**src/rtl/mpriv_pkg.sv**
```systemverilog
package mpriv_pkg;

    localparam int ADDR_W   = 12;
    localparam int DATA_W   = 32;
    localparam int MAX_CPU  = 4;
    localparam int CPU_W    = $clog2(MAX_CPU);
    localparam int UNIT_W   = CPU_W + 1;
    localparam int IRQ_SUB_W = 8;
    localparam int TMR_SUB_W = 4;

    // 256-byte page numbers of the window; the ordering is part of the map
    localparam int PG_LOCAL     = 0;
    localparam int PG_IRQ_OWN   = 1;
    localparam int PG_IRQ_BANK  = 2;
    localparam int PG_TMR_OWN   = PG_IRQ_BANK + MAX_CPU;
    localparam int PG_TMR_BANK  = PG_TMR_OWN + 1;

    typedef enum logic [2:0] {
        DST_DROP  = 3'd0,
        DST_LOCAL = 3'd1,
        DST_IRQ   = 3'd2,
        DST_TMR   = 3'd3,
        DST_ERR   = 3'd4
    } dst_e;

    // local register word index = offset[3:2]
    typedef enum logic [1:0] {
        LR_CTRL = 2'd0,
        LR_CFG  = 2'd1,
        LR_STAT = 2'd2,
        LR_INV  = 2'd3
    } lreg_e;

    typedef struct packed {
        dst_e                 dst;
        lreg_e                lreg;
        logic [CPU_W-1:0]     cpu;
        logic                 wdog;
        logic [IRQ_SUB_W-1:0] sub;
    } route_t;

    function automatic logic [DATA_W-1:0] cfg_word(input int n);
        logic [DATA_W-1:0] mask;
        mask = (DATA_W'(1) << n) - DATA_W'(1);
        return (mask << 4) | DATA_W'(n - 1);
    endfunction

endpackage

```
**src/rtl/mpriv_route.sv**
```systemverilog
module mpriv_route
    import mpriv_pkg::*;
#(
    parameter int NUM_CPU = 4
) (
    input  logic [ADDR_W-1:0] addr,
    input  logic [CPU_W-1:0]  cur_cpu,
    output route_t            route
);

    logic [3:0] page;
    assign page = addr[ADDR_W-1:ADDR_W-4];

    route_t raw;

    always_comb begin
        raw      = '0;
        raw.dst  = DST_ERR;
        raw.lreg = lreg_e'(addr[3:2]);
        raw.wdog = addr[5];
        raw.sub  = addr[IRQ_SUB_W-1:0];
        if (page == 4'(PG_LOCAL)) begin
            if (addr[7:4] == 4'h0 && addr[1:0] == 2'b00)
                raw.dst = DST_LOCAL;
        end else if (page == 4'(PG_IRQ_OWN)) begin
            raw.dst = DST_IRQ;
            raw.cpu = cur_cpu;
        end else if (page == 4'(PG_TMR_OWN)) begin
            raw.dst = DST_TMR;
            raw.cpu = cur_cpu;
        end else begin
            for (int i = 0; i < MAX_CPU; i++) begin
                if (page == 4'(PG_IRQ_BANK + i)) begin
                    raw.dst = DST_IRQ;
                    raw.cpu = CPU_W'(i);
                end
                if (page == 4'(PG_TMR_BANK + i)) begin
                    raw.dst = DST_TMR;
                    raw.cpu = CPU_W'(i);
                end
            end
        end
    end

    logic cpu_present;
    assign cpu_present = (32'(raw.cpu) < NUM_CPU);

    always_comb begin
        route = raw;
        if ((raw.dst == DST_IRQ || raw.dst == DST_TMR) && !cpu_present)
            route.dst = DST_DROP;
    end

endmodule

```
**src/rtl/mpriv_local_regs.sv**
```systemverilog
module mpriv_local_regs
    import mpriv_pkg::*;
#(
    parameter int NUM_CPU = 4
) (
    input  logic              clk,
    input  logic              rst,
    input  logic              wr_ctrl,
    input  logic              wr_bit,
    input  lreg_e             rd_sel,
    output logic              ctrl_q,
    output logic [DATA_W-1:0] rd_data
);

    localparam logic [DATA_W-1:0] CFG_VALUE = cfg_word(NUM_CPU);

    always_ff @(posedge clk) begin
        if (rst)
            ctrl_q <= 1'b0;
        else if (wr_ctrl)
            ctrl_q <= wr_bit;
    end

    always_comb begin
        unique case (rd_sel)
            LR_CTRL: rd_data = {{(DATA_W-1){1'b0}}, ctrl_q};
            LR_CFG:  rd_data = CFG_VALUE;
            LR_STAT: rd_data = '0;
            LR_INV:  rd_data = '0;
            default: rd_data = '0;
        endcase
    end

endmodule

```
**src/rtl/mpriv_resp.sv**
```systemverilog
module mpriv_resp
    import mpriv_pkg::*;
(
    input  logic              clk,
    input  logic              rst,
    input  logic              req_valid,
    input  logic              req_write,
    input  dst_e              dst,
    input  logic [DATA_W-1:0] local_rdata,
    input  logic [DATA_W-1:0] irq_rdata,
    input  logic [DATA_W-1:0] tmr_rdata,
    output logic              rsp_valid,
    output logic              rsp_err,
    output logic [DATA_W-1:0] rsp_rdata
);

    logic [DATA_W-1:0] rd_sel;

    always_comb begin
        rd_sel = '0;
        if (req_valid && !req_write) begin
            unique case (dst)
                DST_LOCAL: rd_sel = local_rdata;
                DST_IRQ:   rd_sel = irq_rdata;
                DST_TMR:   rd_sel = tmr_rdata;
                default:   rd_sel = '0;
            endcase
        end
    end

    always_ff @(posedge clk) begin
        if (rst) begin
            rsp_valid <= 1'b0;
            rsp_err   <= 1'b0;
            rsp_rdata <= '0;
        end else begin
            rsp_valid <= req_valid;
            rsp_err   <= req_valid && (dst == DST_ERR);
            rsp_rdata <= rd_sel;
        end
    end

endmodule

```
**src/rtl/mpriv_decoder.sv**
```systemverilog
module mpriv_decoder
    import mpriv_pkg::*;
#(
    parameter int NUM_CPU = 4
) (
    input  logic              clk,
    input  logic              rst,
    input  logic              req_valid,
    input  logic              req_write,
    input  logic [ADDR_W-1:0] req_addr,
    input  logic [DATA_W-1:0] req_wdata,
    input  logic [CPU_W-1:0]  cur_cpu,
    output logic              irq_en,
    output logic [CPU_W-1:0]  irq_cpu,
    output logic [IRQ_SUB_W-1:0] irq_off,
    output logic              tmr_en,
    output logic [UNIT_W-1:0] tmr_unit,
    output logic [TMR_SUB_W-1:0] tmr_off,
    output logic              fwd_write,
    output logic [DATA_W-1:0] fwd_wdata,
    input  logic [DATA_W-1:0] irq_rdata,
    input  logic [DATA_W-1:0] tmr_rdata,
    output logic              rsp_valid,
    output logic              rsp_err,
    output logic [DATA_W-1:0] rsp_rdata
);

    initial begin
        if (NUM_CPU < 1 || NUM_CPU > MAX_CPU)
            $error("NUM_CPU out of range");
    end

    route_t            route;
    logic              ctrl_q;
    logic [DATA_W-1:0] local_rdata;
    logic              wr_ctrl;

    mpriv_route #(.NUM_CPU(NUM_CPU)) route_i (
        .addr    (req_addr),
        .cur_cpu (cur_cpu),
        .route   (route)
    );

    assign wr_ctrl = req_valid && req_write
                     && route.dst == DST_LOCAL && route.lreg == LR_CTRL;

    mpriv_local_regs #(.NUM_CPU(NUM_CPU)) regs_i (
        .clk     (clk),
        .rst     (rst),
        .wr_ctrl (wr_ctrl),
        .wr_bit  (req_wdata[0]),
        .rd_sel  (route.lreg),
        .ctrl_q  (ctrl_q),
        .rd_data (local_rdata)
    );

    assign irq_en    = req_valid && route.dst == DST_IRQ;
    assign irq_cpu   = route.cpu;
    assign irq_off   = route.sub;
    assign tmr_en    = req_valid && route.dst == DST_TMR;
    assign tmr_unit  = {route.cpu, route.wdog};
    assign tmr_off   = route.sub[TMR_SUB_W-1:0];
    assign fwd_write = req_write;
    assign fwd_wdata = req_wdata;

    mpriv_resp resp_i (
        .clk         (clk),
        .rst         (rst),
        .req_valid   (req_valid),
        .req_write   (req_write),
        .dst         (route.dst),
        .local_rdata (local_rdata),
        .irq_rdata   (irq_rdata),
        .tmr_rdata   (tmr_rdata),
        .rsp_valid   (rsp_valid),
        .rsp_err     (rsp_err),
        .rsp_rdata   (rsp_rdata)
    );

endmodule

```
**config.mk**
```make
export PLATFORM = sky130hd
export DESIGN_NAME = mpriv_decoder
export DESIGN_NICKNAME = d
export VERILOG_FILES = /design/src/rtl/mpriv_pkg.sv /design/src/rtl/mpriv_route.sv /design/src/rtl/mpriv_local_regs.sv /design/src/rtl/mpriv_resp.sv /design/src/rtl/mpriv_decoder.sv
export SDC_FILE = /design/constraint.sdc
export NUM_CORES = 1
export LEC_CHECK = 0
export BUFFER_PORTS_ARGS = -buffer_cell sky130_fd_sc_hd__clkbuf_2
export CAP_MARGIN = 20
export CELL_PAD_IN_SITES_DETAIL_PLACEMENT = 0
export CELL_PAD_IN_SITES_GLOBAL_PLACEMENT = 2
export CORE_MARGIN = 1.5
export CORE_UTILIZATION = 19
export DETAILED_ROUTE_END_ITERATION = 16
export GPL_TIMING_DRIVEN = 0
export MAX_ROUTING_LAYER = met4
export PLACE_DENSITY = 0.81
export SYNTH_ARGS = -nofsm -noshare
export SYNTH_HDL_FRONTEND = slang
export SYNTH_HIERARCHICAL = 1
export SYNTH_SLANG_ARGS = --single-unit
```
**constraint.sdc**
```tcl
create_clock -name clk -period 2.2 [get_ports clk]
set_input_delay 0.22 -clock clk [delete_from_list [all_inputs] [get_ports clk]]
set_output_delay 0.22 -clock clk [all_outputs]
set_load 0.01 [all_outputs]
```
# ---- Yosys cells after proc, flatten, opt, wreduce, memory -nomap -nowiden
# Index checks and enable logic that the tools add are counted.
# Widths: inputs -> output; s select.
dict set report word_totals {
  inputBits 114
  n_memories 0
  romBits 0
  register_bits 35
  word_cells 60
  ramBits 0
  latchBits 0
  out_inout_bits 86
}
dict set report classes {
  mul 0
  div_mod_pow 0
  muxes 23
  addsub 0
  reduce_logical 15
  bitwise_logic 1
  n_lt_le_gt_ge 0
  eq_ne 17
  shifts 0
}
# operator n
set op_table {}
lappend op_table {{$pmux 32 s3} 2}
lappend op_table {{$mux 3} 12}
lappend op_table {{$eq 4x3->1 const B} 4}
lappend op_table {{$mux 2} 7}
lappend op_table {{$eq 4x4->1 const B} 3}
lappend op_table {{$eq 4x2->1 const B} 2}
lappend op_table {{$logic_and 1x1->1} 8}
lappend op_table {{$logic_not 4->1} 2}
lappend op_table {{$eq 3x2->1 const B} 2}
lappend op_table {{$eq 2x2->1 const B} 2}
lappend op_table {{$eq 4x1->1 const B} 1}
lappend op_table {{$logic_not 2->1} 2}
lappend op_table {{$reduce_or 2->1} 2}
lappend op_table {{$eq 3x1->1 const B} 1}
lappend op_table {{$eq 3x3->1 const B} 1}
lappend op_table {{$eq 2x1->1 const B} 1}
lappend op_table {{$mux 1} 2}
lappend op_table {{$logic_not 1->1} 1}
lappend op_table {{$not 1->1} 1}

# ---- Logic depth before layout (Yosys ltp)
# Gate-level depths: netlist (run 1).
dict set report logic_depth {
  word_depth 15
  depth_mapped 10
  mapped_depth_nobuf 6
}

# ---- By module
# The synthesis (run 1) kept the hierarchy.
# module instances area_each_um2 cells_per_inst seq_area_each_um2
set by_module_without_submodules {}
lappend by_module_without_submodules {mpriv_resp 1 1526.5 151 680.7}
lappend by_module_without_submodules {mpriv_decoder 1 331.6 43 0.0}
lappend by_module_without_submodules {mpriv_local_regs 1 276.5 37 20.0}
lappend by_module_without_submodules {mpriv_route 1 252.7 38 0.0}

# ---- Worst setup path before layout (run 1)
# No wires, ideal clock.
dict set report synth_path {
  path_type {input to register}
  start {in req_addr[9]}
  end {reg resp_i.rsp_rdata[20]}
  setup_slack_ps 149
  required_time_ps 2135
  stages 9
  path_buffers 4
  setup_time_ps 65
  t_arrival_ps 1986
  path_cell_list {buf_2 -> or3_1 -> o211ai_1 -> buf_4 -> nor2_1 -> or4b_1 -> buf_2 -> buf_6 -> nor2_1}
}
# element line_no
set synth_lines {}
lappend synth_lines {{start, declared} mpriv_decoder.sv:10} ;# input logic [ADDR_W-1:0] req_addr,
lappend synth_lines {{end signal, assigned} mpriv_resp.sv:39} ;# rsp_rdata <= rd_sel;
lappend synth_lines {{end, declared} mpriv_resp.sv:14} ;# output logic [DATA_W-1:0] rsp_rdata

==> results of run 1 <==
[worst register-to-register path, cell delays in order (launching register included)]
cell,delay (ps)
sky130_fd_sc_hd__dfxtp_1,310
sky130_fd_sc_hd__nor2_1,100
sky130_fd_sc_hd__nor2_1,40
sky130_fd_sc_hd__mux2_2,250
sky130_fd_sc_hd__a22oi_1,200
sky130_fd_sc_hd__nor2_1,60
[state kept, by name, summed over array words and instances, names as in the netlist]
signal,flops
resp_i/rsp_valid,1
resp_i/rsp_err,1
regs_i/ctrl_q,1
resp_i/rsp_rdata,32
[synthesized netlist by cell type, drive strengths merged]
library cell and instances:
nor2b 4, a21oi 3, a22o 1, nor3b 1, mux2i 2, mux2 32, o211ai 1, a21o 1
and3 1, o221ai 1, nand2b 1, nor2 38, a31oi 1, nand2 2, a22oi 32, nor4 2
nor4bb 1, inv 1, or4b 1, dfxtp 35, and4b 2, clkbuf 7, or3 2, a311o 1
nand3b 1, nor4b 1, and3b 1, nor3 1, buf 91, conb 1
[final timing paths]
kind / to / depth (start not counted) / startpoint
max: resp_i/rsp_rdata[23] / 10 / req_addr[10]
min: regs_i/ctrl_q / 2 / rst
max reg2reg: resp_i/rsp_rdata[0] / 5 / regs_i/ctrl_q
min reg2reg: regs_i/ctrl_q / 2 / regs_i/ctrl_q
[what timing repair did]
| action | in CTS | in global routing |
|---|---|---|
| resized for setup | 0 | 4 |
| setup endpoints to repair | 0 | 26 |
| setup buffers | 0 | 1 |
[report_power, final]
part | total (mW) | switching (mW) | internal (mW)
Combinational | 0.544 | 0.238 | 0.306
Clock | 0.676 | 0.257 | 0.418
Sequential | 0.650 | 0.00323 | 0.647
Total | 1.87 | 0.499 | 1.37
[cell families (layout without fill, tap and decap cells)]
logic type,after synthesis,in the layout,share of synthesized area
buf+inv,99,273,0.296
flops,35,35,0.294
compound gates,41,41,0.127
simple gates,59,59,0.122
other cells,1,26,0.00157
mux,34,34,0.159
[metal layers]
layer	routed length, um	vias to the layer above	GRT usage	part of all wire
met2	3440	138	0.187	0.49
met1	2970	1068	0.123	0.42
met4	82	0	0.0321	0.012
met3	577	6	0.0163	0.082
met5	0	-	-	0
li1	-	1220	-	-
[layout make-up]
cell class                      count  area [um^2]  area share
Buffer                             98          706       0.193
Multi-Input combinational cell    160         1070       0.293
Clock buffer                        7          133      0.0362
Inverter                            1         3.75     0.00102
Tap cell                          168          210      0.0574
Clock inverter                      1         5.00     0.00137
Timing Repair Buffer              166          833       0.227
Sequential cell                    35          701       0.191
==> metrics list, run 1 <==
- CTS tree: yes
- Min Clock Period, post-route: 2060 ps
- In this run the cell area measured after placement is 3520 um^2.
- The finished layout holds 636 standard cells, fillers aside.
* Hold Violations, Final: 0
- Once detail routing completed, the nets flagged for antenna violations numbered 0.
- In this run the static leakage power is slightly below 2 nW.
* Effective utilization at floorplan: 0.197
- The via count of the first global-routing pass was around 2300.
* Total of buffers placed on input and output ports: approximately 170
- Site Rows: 40
- Via/cell ratio: roughly 3.8
- Across the run, the number of max-cap violations was 0.
- The area growth from synthesis to layout is 53.5%.
- Top post-synthesis cells by area: sky130_fd_sc_hd__dfxtp_1 (29%), sky130_fd_sc_hd__buf_4 (26%), sky130_fd_sc_hd__mux2_2 (15%)
- Counting both buffers and inverters, the worst setup path holds a total of 5.
* Required time worst endpoint: 2410 ps
- Number of detailed-routing iterations run before antenna repair: 4
- Proportion of netlist area held by the largest area contributor: 0.294
- Top library cells by usage in the layout, fill and taps aside: sky130_fd_sc_hd__clkbuf_2 (167), sky130_fd_sc_hd__buf_4 (83), sky130_fd_sc_hd__nor2_1 (38), sky130_fd_sc_hd__dfxtp_1 (35)
* Total Routed Length: 7070 um
* Nets@finish: slightly below 600
- Dividing total power by cell area gives a power density of between 500 and 600 nW/um^2.
- Synthesis produced a netlist whose cell count is between 200 and 300.
- Of the synthesized area, sequential elements account for 0.294.
* Number of buffers between clock root and the deepest sink: 2
- Slowest-stage cell, CP: sky130_fd_sc_hd__or4b_1
- Initial antenna violation count: 0
- The count of final max-slew check failures was 0.
- Setup slack on the worst reg-to-reg path comes out at ~1100 ps.
- Status: completed
- Overall die width: about 120 um
- Setup repair after global routing missed its margin: yes
* Global-route wire length before repair: around 11000 um
* Most common cell after layout, fill and taps aside: sky130_fd_sc_hd__clkbuf_2
* Count of endpoints failing setup in the final report: 0
- Dividing the final minimum period by the clock period gives 0.937.
* Weighted congestion at the end of routability-driven global placement: around 0.71
- Once routing completed, OpenROAD measured the worst setup slack at roughly 140 ps.
- Cells along the critical path: clkbuf_2 -> buf_2 -> or3_1 -> o211ai_1 -> buf_4 -> nor2_1 -> or4b_1 -> buf_2 -> buf_6 -> nor2_1
* Hold Buf Count CTS: 0
* Clk_skew: 0.595 ps
- Category of the most critical setup path: input port to register
- DP Worst Slack: -240 ps
- The repair_antennas step left the layout with diodes totalling 0.
- Endpoint class of the critical path: register
- Share of layout cells above drive strength 1: 0.635
- Post-layout util: 0.303
- Avg Synthesized Cell Area: a little under 9 um^2
* Clock-pin slew reported for the worst setup and hold paths after clock tree synthesis: about 50 ps
* Worst min path class: input port to register
* Number of H-tree levels: 2
- Data arrives at the worst endpoint at approximately 2300 ps.
- The largest total area in the synthesized netlist belongs to sky130_fd_sc_hd__dfxtp_1.
* Largest stage delay on the critical path: ~460 ps
* Count of unresolved DRC violations after routing: 0
* Total power after layout: ~1.9 mW
- Startpoint types: input port
- With fillers left out, the area of the finished cells amounts to 3660 um^2.
- Number of placed cells counting well taps: around 630
- IR analysis of the VDD net gives a maximum drop of about 0.26 mV.
* Number of distinct library cells after synthesis: 33
- Pin count of the biggest net entering global routing: 11
- Along the worst path, the maximum fanout reaches 10.
- During synthesis, Yosys emitted a total of 6 warnings.
- Measured against its own limit, the worst slew margin works out to 0.581.
- Number of fill cells in the layout: 1362
- In the global route stage, overall resource usage came out at 0.105.
* Slew at the pin closest to its max-slew limit: 628 ps
- Clock latency of the later-clocked register in the worst-skew pair: about 270 ps
- Via total after detailed routing: approximately 2400
- Post-Route Hold Slack: around 120 ps
- During I/O placement, the number of pins put on the boundary was 200.
* Half-perimeter wire length of the detailed placement result: between 5000 and 6000 um
* WL per Instance: approximately 11 um
* Highest attainable clock frequency: 485 MHz
- Starting DRT DRC Count: between 90 and 100
- The total area inside the core boundary comes to around 12000 um^2.
* Combined area of all synthesized cells: about 2400 um^2
- Buffers inserted during clock tree synthesis total 5.
* Die Y: between 100 and 150 um
* Number of sinks on the clock net: 35
- Family with the most delay on the worst path: simple AND/OR/NAND/NOR gates
* Root buffer cell: sky130_fd_sc_hd__clkbuf_16
- Die Outline Area: 13200 um^2
- Synthesis inferred 35 register bits.
- Sum of overflow across all layers after global routing: 0
- For the final routed database, the setup TNS stands at 0 ps.
Power figures use the tool's default switching activity.
==> run 2, diff against run 1 <==
--- a/config.mk
+++ b/config.mk
@@ -9,6 +9,7 @@
 export CAP_MARGIN = 20
 export CELL_PAD_IN_SITES_DETAIL_PLACEMENT = 0
 export CELL_PAD_IN_SITES_GLOBAL_PLACEMENT = 2
+export CORE_ASPECT_RATIO = 0.8
 export CORE_MARGIN = 1.5
 export CORE_UTILIZATION = 19
 export DETAILED_ROUTE_END_ITERATION = 16
==> run 2 against run 1 <==
  * Die area is essentially flat
  * Highest routed layer unchanged
  * Global-route usage grew 0.37 points
  * Critical endpoint is now resp_i/rsp_rdata[24]
  * Largest power group unchanged
  * Routed wire length grew 5.4%
  * First-iteration DRC count down 38%
  * Critical path type unchanged
  * Count of clock-buffer cells in the layout unchanged
  * Worst hold slack better by 2.8 ps
==> metrics list, run 2 (synthesized netlist as in run 1, its figures left out) <==
- All-Layer GR Usage: 0.109
- The clock passes through at most 2 buffers.
* Setup slack on the worst flop-to-flop path: roughly 1200 ps
- Clock tree synthesis inserted a total of 5 buffers.
- Of all nets on the critical path, the largest fanout is 10.
- Worst reg2reg path startpoint: regs_i/ctrl_q
* CORE AREA: between 10000 and 15000 um^2
* Worst rel slew slack: 0.603
- Most common cell after layout, fill and taps aside: sky130_fd_sc_hd__clkbuf_2
- For this design the top-level I/O count stands at 200.
- The worst hold path terminates at regs_i/ctrl_q.
* Global-route wire length before repair: between 10000 and 15000 um
* Worst min path class: input port to register
* Hold Violations, Final: 0
- Total power after layout: ~1.9 mW
* Count of endpoints failing setup in the final report: 0
- Largest register FFs: 32
- Effective utilization at floorplan: 0.196
* Highest attainable clock frequency: between 400 and 500 MHz
* Ant. Diodes: 0
* Total non-filler cell area in the finished layout: around 3700 um^2
* Total Routed Length: 7460 um
- Via/cell ratio: between 3 and 4
- For the final database, setup skew stands at between 0.8 and 0.9 ps.
* Sum of overflow across all layers after global routing: 0
- In the final design database the tool counted ~580 nets.
* Half-perimeter wire length of the detailed placement result: between 6000 and 7000 um
- Across the run, the number of max-cap violations was 0.
- Die Y: 103 um
- Detailed routing inserted a total of about 2400 vias.
* Initial antenna violation count: 0
* Area grow syn2layout: 54.7%
- At the pin with the least slew margin, the transition time is approximately 600 ps.
- Weighted congestion at the end of routability-driven global placement: slightly below 0.7
- The first detailed-routing pass ran for 4 iterations.
- Number of buffer and inverter stages on the critical path: 5
- Required time worst endpoint: about 2400 ps
- For the worst-skew pair, the clock arrives at the later sink with an insertion delay of between 200 and 300 ps.
- In this run the cell area measured after placement is between 3000 and 4000 um^2.
- The slowest stage of the critical path belongs to the cell sky130_fd_sc_hd__or4b_1.
* Logic depth of the worst path, buffers included: 10
- The run finished with clean final reports.
- For this run, global-route usage on met3 was measured as 0.0216.
- Worst R2R Path Depth: 5
- Largest stage delay on the critical path: a little under 500 ps
- Total of buffers placed on input and output ports: between 150 and 200
- Entering global routing, the biggest net connects 11 pins.
- In the finished design, the share of the clock period the worst path needs comes to 0.921.
- Traced cell by cell, the critical path runs through clkbuf_2 -> buf_2 -> or3_1 -> o211ai_1 -> buf_4 -> nor2_1 -> or4b_1 -> buf_6 -> buf_6 -> nor2_1.
- Endpoint class of the critical path: register
- Power spread over the standard cell area amounts to 514 nW/um^2.
- The layer flagged by global routing as most heavily used is met2.
* Number of instances on the worst hold path: 2
* Site Rows: 36
- M1 GR Usage: 0.133
* Top library cells by usage in the layout, fill and taps aside: sky130_fd_sc_hd__clkbuf_2 (169), sky130_fd_sc_hd__buf_4 (85), sky130_fd_sc_hd__nor2_1 (38), sky130_fd_sc_hd__dfxtp_1 (35)
- The count of final max-slew check failures came to 0.
* Crit. Startpoint: req_addr[10]
- Once detail routing completed, the nets flagged for antenna violations numbered 0.
- Global-route track usage on met2: 0.192
* Startpoint types: input port
- Share of layout cells above drive strength 1: 0.643
- CTS tree: yes
- Hold path startpoint: rst
- After detailed routing, the average wire length per cell comes to approximately 12 um.
* Static leakage: 1.96 nW
- Via count of the first global-routing pass: between 2000 and 2500
- Number of H-tree levels: 2
- More flip-flops sit in one register than any other, and that register is resp_i/rsp_rdata.
- Maximum ir drop on the vdd rail: around 0.28 mV
* Arrival time at the worst endpoint: between 2000 and 2500 ps
- In the routed design, unresolved DRC markers number 0.
- Measured along the x axis, the die boundary spans between 100 and 150 um.
- The worst register-to-register path ends at resp_i/rsp_rdata[0].
- The detailed router finished its first iteration with 56 violations.
- Number of sinks on the clock net: 35
- Family with the most delay on the worst path: simple AND/OR/NAND/NOR gates
- Category of the most critical setup path: input port to register
* Min Clock Period, post-route: 2030 ps
* Root buffer cell: sky130_fd_sc_hd__clkbuf_16
- After clock tree synthesis, the clock-pin slew on the worst setup and hold paths is 60 ps.
- The die covers ~13000 um^2.
run 2: cell types whose count changed in the layout (fill, tap and decap cells not counted):
cell and change:
sky130_fd_sc_hd__clkbuf_1 -2, sky130_fd_sc_hd__buf_4 +2, sky130_fd_sc_hd__clkbuf_2 +2, sky130_fd_sc_hd__buf_6 +1, sky130_fd_sc_hd__buf_1 -1
run 2: power breakdown:
part / switching [mW] / internal (mW) / leakage [nW] / total [mW]
registers: 0.00333 / 0.647 / 0.283 / 0.650
clock network: 0.273 / 0.419 / 0.0679 / 0.692
logic: 0.244 / 0.312 / 1.61 / 0.556
total: 0.521 / 1.38 / 1.96 / 1.90
run 2: cell type report:
type	instances	area, um^2
timing repair buffer	168	848
multi-input combinational	160	1070
fill	1342	8510
clock inverter	1	5.00
sequential	35	701
clock buffer	7	133
tap	171	214
buffer	98	716
inverter	1	3.75
run 2: worst max-delay path by stage:
| stage | slack (ps) | to |
|---|---|---|
| floorplan | 150 | resp_i/rsp_rdata[20] |
| global placement | -300 | resp_i/rsp_rdata[0] |
| detailed placement | -330 | resp_i/rsp_rdata[0] |
| CTS | 30 | resp_i/rsp_rdata[7] |
| global route | -9 | resp_i/rsp_rdata[7] |
| finish | 170 | resp_i/rsp_rdata[24] |
run 2: stage by stage:
step | utilization | hold slack, ps | setup slack, ps | TNS, ps | instances
after floorplan | - | 292 | 149 | 0 | 294
after global placement | 0.288 | 427 | -296 | -5880 | 630
after detailed placement | 0.288 | 419 | -325 | -7280 | 630
after CTS | 0.300 | 118 | 27.7 | 0 | 638
after global routing | 0.303 | 135 | -8.59 | -15.5 | 641
final | 0.303 | 125 | 175 | 0 | 641
run 2: timing repair:
item	4_1_cts	5_1_grt
setup buffers	0	3
setup endpoints to repair	2	30
pin swaps	0	1
hold buffers	0	0
gates resized for setup	1	11
run 2: worst reg2reg max path, delay by kind of cell, from the launching register on:
family           cells  cell delay [ps]
AO/OA/AOI/OAI        1              150
flip-flops           1              310
AND/OR/NAND/NOR      3              190
multiplexers         1              280
run 2: routing by layer:
| metal | wire length, um | share of wire |
|---|---|---|
| met1 | 3300 | 0.44 |
| met2 | 3660 | 0.49 |
| met3 | 460 | 0.062 |
| met4 | 43 | 0.0058 |
| met5 | 0 | 0 |
